==> src/rtl/hb_pkg.sv <==
`timescale 1ns/1ps
package hb_pkg;

  typedef enum logic [1:0] {LEG_OFF, LEG_HI, LEG_LO} leg_t;

  typedef enum logic [1:0] {PWR_SLEEP, PWR_QUAL, PWR_WAKE, PWR_RUN} pwr_t;

  // Round a duration up to whole clock ticks, never less than one.
  function automatic int ns_to_ticks(input longint ns, input longint khz);
    longint t;
    t = (ns * khz + 64'd999_999) / 64'd1_000_000;
    if (t < 1) t = 1;
    return int'(t);
  endfunction

endpackage

==> src/rtl/hb_in_filter.sv <==
`timescale 1ns/1ps
module hb_in_filter #(
  parameter int FLT_TICKS = 1
) (
  input  logic clk,
  input  logic rst,
  input  logic din,
  output logic dout
);
  localparam int CW = $clog2(FLT_TICKS + 1);

  logic [1:0]    sync_q;
  logic [CW-1:0] run_q;

  always_ff @(posedge clk) begin
    if (rst) begin
      sync_q <= '0;
      run_q  <= '0;
      dout   <= 1'b0;
    end else begin
      sync_q <= {sync_q[0], din};
      if (sync_q[1] == dout) begin
        run_q <= '0;
      end else if (run_q == CW'(FLT_TICKS - 1)) begin
        dout  <= sync_q[1];
        run_q <= '0;
      end else begin
        run_q <= run_q + 1'b1;
      end
    end
  end
endmodule

==> src/rtl/hb_power_seq.sv <==
`timescale 1ns/1ps
module hb_power_seq
  import hb_pkg::*;
#(
  parameter int IDLE_TICKS = 4,
  parameter int QUAL_TICKS = 2,
  parameter int TON_TICKS  = 2
) (
  input  logic clk,
  input  logic rst,
  input  logic any_hi,
  output logic ready
);
  localparam int MAXT = (IDLE_TICKS > QUAL_TICKS) ?
                        ((IDLE_TICKS > TON_TICKS) ? IDLE_TICKS : TON_TICKS) :
                        ((QUAL_TICKS > TON_TICKS) ? QUAL_TICKS : TON_TICKS);
  localparam int CW = $clog2(MAXT + 1);

  pwr_t          state_q;
  logic [CW-1:0] cnt_q;

  always_ff @(posedge clk) begin
    if (rst) begin
      state_q <= PWR_SLEEP;
      cnt_q   <= '0;
    end else begin
      case (state_q)
        PWR_SLEEP: begin
          cnt_q <= '0;
          if (any_hi) state_q <= PWR_QUAL;
        end
        PWR_QUAL: begin
          if (!any_hi) begin
            state_q <= PWR_SLEEP;
            cnt_q   <= '0;
          end else if (cnt_q == CW'(QUAL_TICKS - 1)) begin
            state_q <= PWR_WAKE;
            cnt_q   <= '0;
          end else begin
            cnt_q <= cnt_q + 1'b1;
          end
        end
        PWR_WAKE: begin
          if (cnt_q == CW'(TON_TICKS - 1)) begin
            state_q <= PWR_RUN;
            cnt_q   <= '0;
          end else begin
            cnt_q <= cnt_q + 1'b1;
          end
        end
        default: begin
          if (any_hi) begin
            cnt_q <= '0;
          end else if (cnt_q == CW'(IDLE_TICKS - 1)) begin
            state_q <= PWR_SLEEP;
            cnt_q   <= '0;
          end else begin
            cnt_q <= cnt_q + 1'b1;
          end
        end
      endcase
    end
  end

  assign ready = (state_q == PWR_RUN);
endmodule

==> src/rtl/hb_leg_drive.sv <==
`timescale 1ns/1ps
module hb_leg_drive
  import hb_pkg::*;
#(
  parameter int DEAD_TICKS = 1
) (
  input  logic clk,
  input  logic rst,
  input  leg_t tgt,
  output logic hs,
  output logic ls
);
  localparam int CW = $clog2(DEAD_TICKS + 1);

  logic [CW-1:0] off_q;
  logic          both_off;
  logic          gap_ok;

  assign both_off = !hs && !ls;
  assign gap_ok   = both_off && (off_q >= CW'(DEAD_TICKS - 1));

  always_ff @(posedge clk) begin
    if (rst) begin
      hs    <= 1'b0;
      ls    <= 1'b0;
      off_q <= '0;
    end else begin
      if (!both_off)                       off_q <= '0;
      else if (off_q != CW'(DEAD_TICKS))   off_q <= off_q + 1'b1;

      case (tgt)
        LEG_HI: begin
          if (ls)          ls <= 1'b0;
          else if (gap_ok) hs <= 1'b1;
        end
        LEG_LO: begin
          if (hs)          hs <= 1'b0;
          else if (gap_ok) ls <= 1'b1;
        end
        default: begin
          hs <= 1'b0;
          ls <= 1'b0;
        end
      endcase
    end
  end
endmodule

==> src/rtl/hbridge_cmd_dec.sv <==
`timescale 1ns/1ps
module hbridge_cmd_dec
  import hb_pkg::*;
#(
  parameter int CLK_KHZ      = 250_000,
  parameter int IDLE_NS      = 1_000_000,
  parameter int QUAL_NS      = 5_000,
  parameter int TON_NS       = 50_000,
  parameter int DEAD_NS      = 250,
  parameter int MIN_PULSE_NS = 800
) (
  input  logic       clk,
  input  logic       rst,
  input  logic       in_a,
  input  logic       in_b,
  output logic [1:0] hs_en,
  output logic [1:0] ls_en,
  output logic       ready
);
  localparam int NLEG       = 2;
  localparam int IDLE_TICKS = ns_to_ticks(IDLE_NS, CLK_KHZ);
  localparam int QUAL_TICKS = ns_to_ticks(QUAL_NS, CLK_KHZ);
  localparam int TON_TICKS  = ns_to_ticks(TON_NS, CLK_KHZ);
  localparam int DEAD_TICKS = ns_to_ticks(DEAD_NS, CLK_KHZ);
  localparam int PULSE_T    = ns_to_ticks(MIN_PULSE_NS, CLK_KHZ);
  localparam int FLT_TICKS  = (PULSE_T / 2 < 1) ? 1 : PULSE_T / 2;

  logic [NLEG-1:0] raw_in;
  logic [NLEG-1:0] acc_in;
  leg_t            tgt [NLEG];

  assign raw_in = {in_b, in_a};

  for (genvar i = 0; i < NLEG; i++) begin : g_in
    hb_in_filter #(.FLT_TICKS(FLT_TICKS)) u_flt (
      .clk (clk),
      .rst (rst),
      .din (raw_in[i]),
      .dout(acc_in[i])
    );
  end

  hb_power_seq #(
    .IDLE_TICKS(IDLE_TICKS),
    .QUAL_TICKS(QUAL_TICKS),
    .TON_TICKS (TON_TICKS)
  ) u_pwr (
    .clk   (clk),
    .rst   (rst),
    .any_hi(|acc_in),
    .ready (ready)
  );

  always_comb begin
    tgt[0] = LEG_OFF;
    tgt[1] = LEG_OFF;
    if (ready) begin
      case (acc_in)
        2'b01:   begin tgt[0] = LEG_HI; tgt[1] = LEG_LO; end
        2'b10:   begin tgt[0] = LEG_LO; tgt[1] = LEG_HI; end
        2'b11:   begin tgt[0] = LEG_LO; tgt[1] = LEG_LO; end
        default: begin tgt[0] = LEG_OFF; tgt[1] = LEG_OFF; end
      endcase
    end
  end

  for (genvar g = 0; g < NLEG; g++) begin : g_leg
    hb_leg_drive #(.DEAD_TICKS(DEAD_TICKS)) u_leg (
      .clk(clk),
      .rst(rst),
      .tgt(tgt[g]),
      .hs (hs_en[g]),
      .ls (ls_en[g])
    );
  end
endmodule

==> config.mk <==
export PLATFORM = sky130hd
export DESIGN_NAME = hbridge_cmd_dec
export DESIGN_NICKNAME = d
export VERILOG_FILES = /design/src/rtl/hb_pkg.sv /design/src/rtl/hb_in_filter.sv /design/src/rtl/hb_power_seq.sv /design/src/rtl/hb_leg_drive.sv /design/src/rtl/hbridge_cmd_dec.sv
export SDC_FILE = /design/constraint.sdc
export NUM_CORES = 1
export LEC_CHECK = 0
export BUFFER_PORTS_ARGS = -buffer_cell sky130_fd_sc_hd__buf_2
export CORE_MARGIN = 3
export CORE_UTILIZATION = 45
export CTS_CLUSTER_SIZE = 40
export DETAILED_ROUTE_END_ITERATION = 8
export PLACE_DENSITY = 0.6
export SYNTH_ARGS = -nofsm -noshare
export SYNTH_HDL_FRONTEND = slang
export SYNTH_SLANG_ARGS = --single-unit
export TNS_END_PERCENT = 10
==> constraint.sdc <==
create_clock -name clk -period 1.8 [get_ports clk]
set_input_delay 0.18 -clock clk [delete_from_list [all_inputs] [get_ports clk]]
set_output_delay 0.18 -clock clk [all_outputs]
set_load 0.01 [all_outputs]
==> summary.txt, run 1 <==
Clock network
  • Clock edge transition at the registers on the reported setup and hold paths: around 100 ps
  • Clock Tree Buf Depth: 2
  • Htree depth: 2
  • Num Clock Sinks: 56
  • CTS tree: built
  • TritonCTS buffer count: 5
  • Clock Latency Late Sink: 310 ps
  • Root buffer cell: clkbuf_8

Floorplanning
  • Die span in y: between 80 and 90 µm
  • Rows: 27
  • # IOs: 9
  • Chip width: between 80 and 90 µm
  • Initial core utilization: 47.2%
  • Die Area: just under 7000 µm²
  • Core Area: roughly 5600 µm²

Timing
  • Hold Fails Final Rpt: 0
  • Slew Viols, Final: 0
  • TNS Setup: 0 ps
  • Rel. slew slack: a little over two thirds
  • Crit share post-route: between 90% and 100%
  • Setup-failing EPs final: 0
  • Tmin final: ~1700 ps
  • Worst Skew: between 7 and 8 ps
  • Worst-margin pin slew: approximately 440 ps
  • Crit path setup slack, layout: 111 ps
  • RSZ-0062 raised after global routing: false
  • Fmax: 0.592 GHz

Route
  • Iteration-0 DRC Markers: 98
  • Routed wire length: approximately 4.7 mm
  • # DRC: 0
  • Routed len/inst: approximately 13 µm
  • Routed vias/inst: 5.49
  • Router iterations before antenna repair: 4
  • Vias: 2009
  • Final ANT Viol Nets: 0

Pwr
  • Total power: slightly above 0.002 W
  • PwrDens: 709 nW/µm²
  • Static Leak: just over 1 nW
  • VDD IR max: 0.276 mV

Flow run
  • Maxcap violations: 0

Global route
  • GRT Residual Overflow: 0
  • Number of global-route vias before repair: around 1.8k
  • Pin count of the biggest net entering global routing: 17
  • Tot GR Track Use: roughly 15%
  • Initial antenna violation count: 0
  • First-pass GRT wire length: ~8 mm

Synth
  • Sequential element share of the synthesized area: between 40% and 50%
  • Flops & latches, synth: between 50 and 60
  • Top cells by area, synth: dfxtp_1 42%, nor2_1 4.7%, xor2_1 4.6%
  • Synthesized instance count: roughly 280
  • Post-synth EDFFs: 0
  • Count of cell types in the netlist: 43
  • Netlist area before placement: around 2600 µm²
  • Post-synth top area share: 42.4%
  • Syn avg cell area: 9.41 µm²
  • Synth async-reset ratio: 0%
  • Yosys top cell by area: dfxtp_1
  • Yosys Warn Count: 0
  • Syn_nets: 293
  • Cell with the most instances after synthesis: dfxtp_1
  • Synth cell count leaders: 56 x dfxtp_1, 33 x nor2_1, 16 x nand3_1, 14 x a31oi_1, 14 x xor2_1
  • Top FF cell, synth: dfxtp_1

Critical path
  • Crit start category: register
  • CP Launch Point: u_pwr.cnt_q[0]
  • Crit path DAT: around 1900 ps
  • Worst EP required: a little over 2000 ps
  • Reg-to-Reg End: u_pwr.cnt_q[16]
  • R2R depth: 5
  • Reg2reg setup slack: 110 ps
  • CP endpoint kind: register
  • Worst-path maximum fanout: 7
  • Reg-to-Reg Start: u_pwr.cnt_q[0]
  • CP Class: reg -> reg

Place
  • Dpl hpwl: around 3.4 mm
  • DP Worst Slack: 69.6 ps
  • Placer Congestion: 0.836
  • IO Port Bufs: 8

Finish
  • Area Growth Syn to Fin: 8.61%
  • Fillers: ~550
  • N_diodes: 0
  • Number of nets in the layout: roughly 310
  • Layout cells sized above 1: 15.6%

Worst hold path
  • Hold Crit Class: in -> reg
  • Min-Delay Endpoint: g_in[1].u_flt.sync_q[0]
  • Hold Path Origin: in_b
  • Hold Path Depth: 2

Outcome
  • Status: completed
-- cells by family (layout without fill, tap and decap cells) --
kind of cell / after synthesis / count (layout) / synth area share [%]
and+or+nand+nor: 120 / 120 / 26.5
adders and majority gates: 8 / 8 / 3.78
muxes: 2 / 2 / 0.757
DFF: 56 / 56 / 42.4
AOI/OAI and AO/OA: 45 / 45 / 12.8
buffers and inverters: 23 / 36 / 4.82
xor gates and xnor gates: 27 / 27 / 8.94
-- layout make-up --
class,instances,area (µm²),share of cell area (%)
clock buffer,7,86.3,3.01
clock inverter,1,7.51,0.261
inverter,7,26.3,0.915
multi-input combinational,202,1400,48.8
sequential,56,1120,39.1
tap,72,90.1,3.14
timing repair buffer,21,138,4.79
-- how the worst max path moves through the flow --
stage	end	cells past startpoint
final	u_pwr.cnt_q[16]	5
after floorplan	u_pwr.cnt_q[10]	7
after global routing	u_pwr.state_q[0]	6
after global placement	u_pwr.state_q[0]	5
after detailed placement	u_pwr.state_q[0]	5
after CTS	u_pwr.state_q[0]	5
-- worst max-delay path, cell delays in order (launching register included) --
cell and delay (ps):
dfxtp_2 360, ha_1 210, and3_1 240, nand3_2 160
or4_1 500, a32oi_1 160
-- metal layers --
layer,vias to the layer above,track usage (%),routed length [µm]
met3,6,3.58,160
met2,25,24.0,2130
met5,-,0,0
li1,1044,-,-
met1,934,20.6,2400
met4,0,4.90,62
-- metrics by stage --
step           instance area (µm²)  util, %  std cells  hold slack [ps]
2_1_floorplan                 2650        -        281              308
3_3_place_gp                  2760     49.3        357              406
3_5_place_dp                  2760     49.3        357              408
4_1_cts                       2860     51.0        365             76.4
5_1_grt                       2870     51.2        366             98.6
6_report                      2870     51.2        366             86.8
-- power by group --
part	leakage, nW	total (W)	internal, W	switching, W
clock network	0.0445	0.000715	0.000314	0.000401
registers	0.454	0.00127	0.00125	0.0000187
logic	0.525	0.0000482	0.0000215	0.0000268
-- timing repair --
item                       in CTS  in global routing
setup buffers                   0                  1
setup endpoints to repair       0                  2
resized for setup               0                  3
hold buffers                    0                  0
-- cells in the final DEF, fill, tap and decap left out, types with 4 or more instances in the layout --
master	n
o21ai_0	7
nand4_1	7
buf_2	8
buf_4	13
o31ai_1	4
xnor2_1	13
nand2_1	10
ha_1	8
a31oi_1	14
nor2b_1	4
and3_1	7
nand3_1	16
or4_1	4
nor2_1	33
a32oi_1	6
xor2_1	14
clkbuf_8	6
inv_1	7
dfxtp_1	54
nor3_1	7
or3_1	8
-- state kept, by name, summed over array words and instances, names as in the netlist --
register / flops
g_in.u_flt.sync_q: 4
u_pwr.cnt_q: 18
u_pwr.state_q: 2
g_in.u_flt.run_q: 14
g_leg.u_leg.ls: 2
g_in.u_flt.dout: 2
g_leg.u_leg.off_q: 12
g_leg.u_leg.hs: 2
Note: power is estimated with default switching activity, not from simulation.
==> inputs of run 2 (changes only) <==
--- a/config.mk
+++ b/config.mk
@@ -10,6 +10,7 @@
 export CORE_UTILIZATION = 45
 export CTS_CLUSTER_SIZE = 40
 export DETAILED_ROUTE_END_ITERATION = 8
+export HOLD_SLACK_MARGIN = 0.1
 export PLACE_DENSITY = 0.6
 export SYNTH_ARGS = -nofsm -noshare
 export SYNTH_HDL_FRONTEND = slang
==> run 2 against run 1 <==
Sequential share of layout area decreased by 0.14 points. Worst setup slack improved by 7.3 ps. Global-route usage about the same. Clock skew decreased by 1.6 ps. Hold slack improved by 17 ps. Routed wire length about the same. Count of clock-buffer cells in the layout unchanged. Flip-flop and latch count unchanged. Register-to-register slack about the same. First-iteration DRC count increased by 9.2%. Critical path type unchanged. Critical endpoint is now u_pwr.state_q[0]. Highest routed layer unchanged.
==> summary.txt, run 2 (same netlist as run 1, synthesis figures left out) <==
Route
  • Routed vias/inst: 5.53 (+0.67%)
  • Routed len/inst: 12.9 µm (-0.29%)
  • Routed wire length: 4.75 mm (about the same)
  • # DRC: 0 (unchanged)
  • Vias: 2028 (+0.95%)
  • Router iterations before antenna repair: 4 (unchanged)
  • Final ANT Viol Nets: 0 (unchanged)
  • Iteration-0 DRC Markers: 107 (+9.2%)

Critical path
  • Crit start category: register
  • Reg-to-Reg Start: u_pwr.cnt_q[0]
  • CP endpoint kind: register
  • Crit path DAT: 1890 ps (-40 ps)
  • Worst EP required: 2000 ps (-40 ps)
  • Worst-path maximum fanout: 4 (-3)
  • R2R depth: 5 (unchanged)
  • Reg-to-Reg End: u_pwr.state_q[0]
  • CP Launch Point: u_pwr.cnt_q[0]
  • CP Class: reg -> reg
  • Reg2reg setup slack: 120 ps (about the same)

Timing
  • Worst-margin pin slew: 446 ps (+4.53 ps)
  • Fmax: 0.595 GHz (+0.43%)
  • Crit share post-route: 93.4% (-0.41 points)
  • RSZ-0062 raised after global routing: false
  • Worst Skew: 6.20 ps (-1.63 ps)
  • Setup-failing EPs final: 0 (unchanged)
  • TNS Setup: 0 ps (unchanged)
  • Slew Viols, Final: 0 (unchanged)
  • Crit path setup slack, layout: 118 ps (+7.31 ps)
  • Hold Fails Final Rpt: 0 (unchanged)
  • Rel. slew slack: 70.2% (-0.30 points)
  • Tmin final: 1680 ps (-7.31 ps)

Worst hold path
  • Hold Path Depth: 2 (unchanged)
  • Hold Crit Class: in -> reg
  • Min-Delay Endpoint: g_in[0].u_flt.sync_q[0]
  • Hold Path Origin: in_a

Floorplanning
  • Die Area: 6830 µm² (unchanged)
  • Chip width: 82.7 µm (unchanged)
  • Die span in y: 82.7 µm (unchanged)
  • Initial core utilization: 47.2% (unchanged)
  • Core Area: 5610 µm² (unchanged)
  • # IOs: 9 (unchanged)
  • Rows: 27 (unchanged)

Finish
  • Core Util, Final: 51.4% (+0.18 points)
  • N_diodes: 0 (unchanged)
  • Reg with most FFs: u_pwr.cnt_q
  • Biggest regs: u_pwr.cnt_q: 18 flops, g_in.u_flt.run_q: 14 flops, g_leg.u_leg.off_q: 12 flops
  • Layout cells sized above 1: 15.6% (-0.053 points)
  • Number of nets in the layout: 306 (+0.33%)
  • Final instance area: 2880 µm² (+0.35%)
  • Max reg flops: 18 (unchanged)
  • Most frequent cells in the layout: 54 x dfxtp_1, 33 x nor2_1, 16 x nand3_1
  • Area Growth Syn to Fin: 8.99%
  • Commonest non-fill, non-tap cell in the layout: dfxtp_1

Clock network
  • Htree depth: 2 (unchanged)
  • CTS tree: built
  • Root buffer cell: clkbuf_8
  • Clock edge transition at the registers on the reported setup and hold paths: 100 ps (about the same)
  • Num Clock Sinks: 56 (unchanged)
  • Clock Tree Buf Depth: 2 (unchanged)
  • TritonCTS buffer count: 5 (unchanged)
  • Clock Latency Late Sink: 310 ps (about the same)

Global route
  • Initial antenna violation count: 0 (unchanged)
  • GRT Residual Overflow: 0 (unchanged)
  • First-pass GRT wire length: 8.09 mm (+0.16%)
  • Pin count of the biggest net entering global routing: 17 (unchanged)
  • Tot GR Track Use: 15.3% (+0.023 points)
  • Number of global-route vias before repair: 1767 (+0.17%)

Outcome
  • Status: completed

Place
  • IO Port Bufs: 8 (unchanged)
  • Placed inst area: 2760 µm² (unchanged)
  • DP Worst Slack: 69.6 ps (unchanged)
  • Placer Congestion: 0.836 (unchanged)
  • Dpl hpwl: 3.44 mm (unchanged)

Pwr
  • VDD IR max: 0.277 mV (+0.12%)
  • PwrDens: 706 nW/µm² (-0.38%)
  • Static Leak: 1.03 nW (+0.41%)

Flow run
  • Maxcap violations: 0 (unchanged)
==> run 2: changes by cell type in the layout (fill, tap and decap cells not counted) <==
cell	previous run	this run
dlygate4sd3_1	0	1
==> run 2: how the worst max path moves through the flow <==
stage | cells after the start | slack (ps) | to
after detailed placement | 5 | 70 | u_pwr.state_q[0]
after global placement | 5 | 130 | u_pwr.state_q[0]
after global routing | 6 | 4 | u_pwr.state_q[0]
after floorplan | 7 | 130 | u_pwr.cnt_q[10]
after CTS | 5 | 70 | u_pwr.state_q[0]
final | 5 | 120 | u_pwr.state_q[0]
==> run 2: layout make-up <==
cell class | count | area, µm²
fill | 547 | 2730
inverter | 7 | 26.3
tap | 72 | 90.1
sequential | 56 | 1120
clock inverter | 1 | 7.51
multi-input combinational | 202 | 1400
timing repair buffer | 22 | 148
clock buffer | 7 | 86.3
==> run 2: metal layers <==
metal	GRT usage, %	wire [µm]	vias up
met5	0	0	-
met4	4.90	62	0
met3	3.58	150	6
met2	24.0	2120	25
met1	20.6	2410	951
li1	-	-	1046
==> run 2: critical path, stage by stage (launching register included) <==
cell     delay, ps
dfxtp_2        360
ha_1           210
and3_1         240
nand4_1        160
o41a_1         350
a221o_1        260
==> run 2: what timing repair did <==
item,CTS,global route
gates resized for setup,0,3
endpoints found under the setup margin,0,2
setup buffers,0,1
hold endpoints to repair,1,0
hold buffers,1,0
==> run 2: through the flow <==
stage | power [W] | hold WS (ps) | cells
4_1_cts | 0.00208 | 103 | 366
2_1_floorplan | 0.00134 | 308 | 281
6_report | 0.00204 | 104 | 367
5_1_grt | 0.00212 | 129 | 367
3_5_place_dp | 0.00135 | 408 | 357
3_3_place_gp | 0.00135 | 406 | 357
==> run 2: power breakdown <==
| group | leakage [nW] | switching (W) | internal [W] |
|---|---|---|---|
| Sequential | 0.454 | 0.0000187 | 0.00125 |
| Clock | 0.0445 | 0.000399 | 0.000314 |
| Combinational | 0.529 | 0.0000268 | 0.0000229 |
==> inputs of run 3 (changes only) <==
--- a/config.mk
+++ b/config.mk
@@ -6,12 +6,13 @@
 export NUM_CORES = 1
 export LEC_CHECK = 0
 export BUFFER_PORTS_ARGS = -buffer_cell sky130_fd_sc_hd__buf_2
+export CORE_ASPECT_RATIO = 0.9
 export CORE_MARGIN = 3
-export CORE_UTILIZATION = 45
+export CORE_UTILIZATION = 55
 export CTS_CLUSTER_SIZE = 40
 export DETAILED_ROUTE_END_ITERATION = 8
 export HOLD_SLACK_MARGIN = 0.1
-export PLACE_DENSITY = 0.6
+export PLACE_DENSITY = 0.72
 export SYNTH_ARGS = -nofsm -noshare
 export SYNTH_HDL_FRONTEND = slang
 export SYNTH_SLANG_ARGS = --single-unit
==> run 3 against run 2 <==
Worst setup slack worse by 9.0 ps. Utilization increased by 12 points. Register-to-register slack about the same. Cell count is 2.7% lower. Count of clock-buffer cells in the layout decreased by 2. Non-clock buffer count stayed put. Flip-flop and latch count is the same. Die area decreased by 17%.
==> summary.txt, run 3 (same netlist as run 1, synthesis figures left out) <==
Global route
  • GRT Residual Overflow: 0 (unchanged)
  • Number of global-route vias before repair: 1937 (+9.6%)
  • Pin count of the biggest net entering global routing: 19 (+2)
  • First-pass GRT wire length: 8.47 mm (+4.7%)
  • Initial antenna violation count: 0 (unchanged)
  • Tot GR Track Use: 18.1% (+2.8 points)

Timing
  • Worst Skew: 8.01 ps (+1.80 ps)
  • Fmax: 0.591 GHz (-0.53%)
  • Tmin final: 1690 ps (+8.98 ps)
  • Rel. slew slack: 70.1% (-0.080 points)
  • TNS Setup: 0 ps (unchanged)
  • Setup-failing EPs final: 0 (unchanged)
  • Slew Viols, Final: 0 (unchanged)
  • Crit path setup slack, layout: 109 ps (-8.98 ps)
  • Crit share post-route: 93.9% (+0.50 points)
  • RSZ-0062 raised after global routing: false
  • Worst-margin pin slew: 447 ps (+1.20 ps)
  • Hold Fails Final Rpt: 0 (unchanged)

Finish
  • Layout cells sized above 1: 15.3% (-0.34 points)
  • Reg with most FFs: u_pwr.cnt_q
  • Commonest non-fill, non-tap cell in the layout: dfxtp_1
  • Layout Cells excl Fill: 357 (-2.7%)
  • N_diodes: 0 (unchanged)
  • Number of nets in the layout: 306 (unchanged)
  • Most frequent cells in the layout: 55 x dfxtp_1, 33 x nor2_1, 16 x nand3_1
  • Fillers: 394 (-28%)
  • Biggest regs: u_pwr.cnt_q: 18 flops, g_in.u_flt.run_q: 14 flops, g_leg.u_leg.off_q: 12 flops
  • Area Growth Syn to Fin: 9.56%
  • Max reg flops: 18 (unchanged)

Critical path
  • Worst EP required: 1990 ps (about the same)
  • Crit path DAT: 1880 ps (about the same)
  • CP bufs+invs: 0 (unchanged)
  • CP Class: reg -> reg
  • CP Cell Sequence: ha_1 > and3_2 > nand4_1 > o41a_1 > a221o_1
  • Worst-path maximum fanout: 5 (+1)
  • Crit path max-delay cell type: dfxtp_2
  • Kind of cell adding the most delay to the critical path: compound AO/OA/AOI/OAI gates
  • Crit start category: register
  • CP endpoint kind: register
  • Max incr delay on CP: 360 ps (about the same)

Place
  • Placer Congestion: 0.844 (+0.96%)
  • DP Worst Slack: 42.7 ps (-26.9 ps)
  • IO Port Bufs: 8 (unchanged)
  • Placed Cells: 346 (-3.1%)
  • Dpl hpwl: 3.31 mm (-3.8%)

Route
  • Top routing layer in use: met4
  • Routed len/inst: 13.1 µm (+0.96%)
  • Iteration-0 DRC Markers: 91 (-15%)
  • Wl on met1: 2.47 mm (+2.6%)
  • Router iterations before antenna repair: 4 (unchanged)
  • Met2 routed WL: 2.05 mm (-3.4%)
  • Final ANT Viol Nets: 0 (unchanged)
  • Routed wire length: 4.66 mm (-1.8%)
  • Routed vias/inst: 5.64 (+2.0%)
  • Routed wl met3: 111 µm (-26%)
  • Vias: 2012 (-0.79%)
  • # DRC: 0 (unchanged)

Pwr
  • VDD IR max: 0.473 mV (+71%)
  • Static Leak: 1.04 nW (+1.1%)
  • PwrDens: 734 nW/µm² (+3.9%)
  • Total power: 0.00213 W (+4.5%)

Floorplanning
  • Die span in y: 71.8 µm (-13%)
  • Initial core utilization: 58.2% (+11 points)
  • Rows: 23 (-15%)
  • Core Area: 4550 µm² (-19%)
  • # IOs: 9 (unchanged)
  • Chip width: 79.1 µm (-4.3%)
  • Die Area: 5680 µm² (-17%)

Flow run
  • Maxcap violations: 0 (unchanged)

Clock network
  • Clock Latency Late Sink: 300 ps (about the same)
  • Htree depth: 2 (unchanged)
  • TritonCTS buffer count: 5 (unchanged)
  • Root buffer cell: clkbuf_8
  • CTS tree: built
  • Num Clock Sinks: 56 (unchanged)
  • Clock Tree Buf Depth: 2 (unchanged)
  • Clock edge transition at the registers on the reported setup and hold paths: 100 ps (about the same)

Outcome
  • Status: completed

Worst hold path
  • Hold Crit Class: in -> reg
[run 3: repair_timing]
| item | 4_1_cts | 5_1_grt |
|---|---|---|
| hold buffers | 2 | 0 |
| buffers inserted | 0 | 1 |
| setup endpoints to repair | 0 | 18 |
| gates resized for setup | 0 | 2 |
| endpoints found under the hold margin | 2 | 0 |
[run 3: worst paths after layout]
kind | startpoint | end | slack [ps] | cells past startpoint
worst max-delay path | u_pwr.cnt_q[0] | u_pwr.state_q[0] | 110 | 5
worst min-delay path | rst | g_in[1].u_flt.dout | 210 | 2
worst max register to register | u_pwr.cnt_q[0] | u_pwr.state_q[0] | 110 | 5
worst min register to register | u_pwr.cnt_q[0] | u_pwr.cnt_q[0] | 440 | 1
[run 3: power breakdown]
| group | internal (W) | switching, W | total [W] |
|---|---|---|---|
| Sequential | 0.00125 | 0.0000183 | 0.00127 |
| Combinational | 0.0000237 | 0.0000257 | 0.0000495 |
| Clock | 0.000412 | 0.000392 | 0.000804 |
[run 3: routing by layer]
layer | GRT usage (%) | vias up
met1 | 26.3 | 946
met4 | 4.77 | 0
li1 | - | 1049
met3 | 3.77 | 4
met5 | 0 | -
met2 | 27.5 | 13
[run 3: layout make-up]
class	count	area, µm²	area share [%]
clock inverters	3	42.5	1.47
well taps	62	77.6	2.68
flip-flops and latches	56	1120	38.7
repair buffers	22	163	5.61
multi-input cells	202	1400	48.2
inverters	7	26.3	0.907
clock buffers	5	68.8	2.37
[run 3: metrics by stage]
stage | utilization [%] | area [µm²] | hold slack (ps)
final | 63.7 | 2900 | 212
after global routing | 63.7 | 2900 | 210
after CTS | 63.5 | 2890 | 201
after detailed placement | 60.6 | 2760 | 394
after global placement | 60.6 | 2760 | 389
after floorplan | - | 2650 | 308
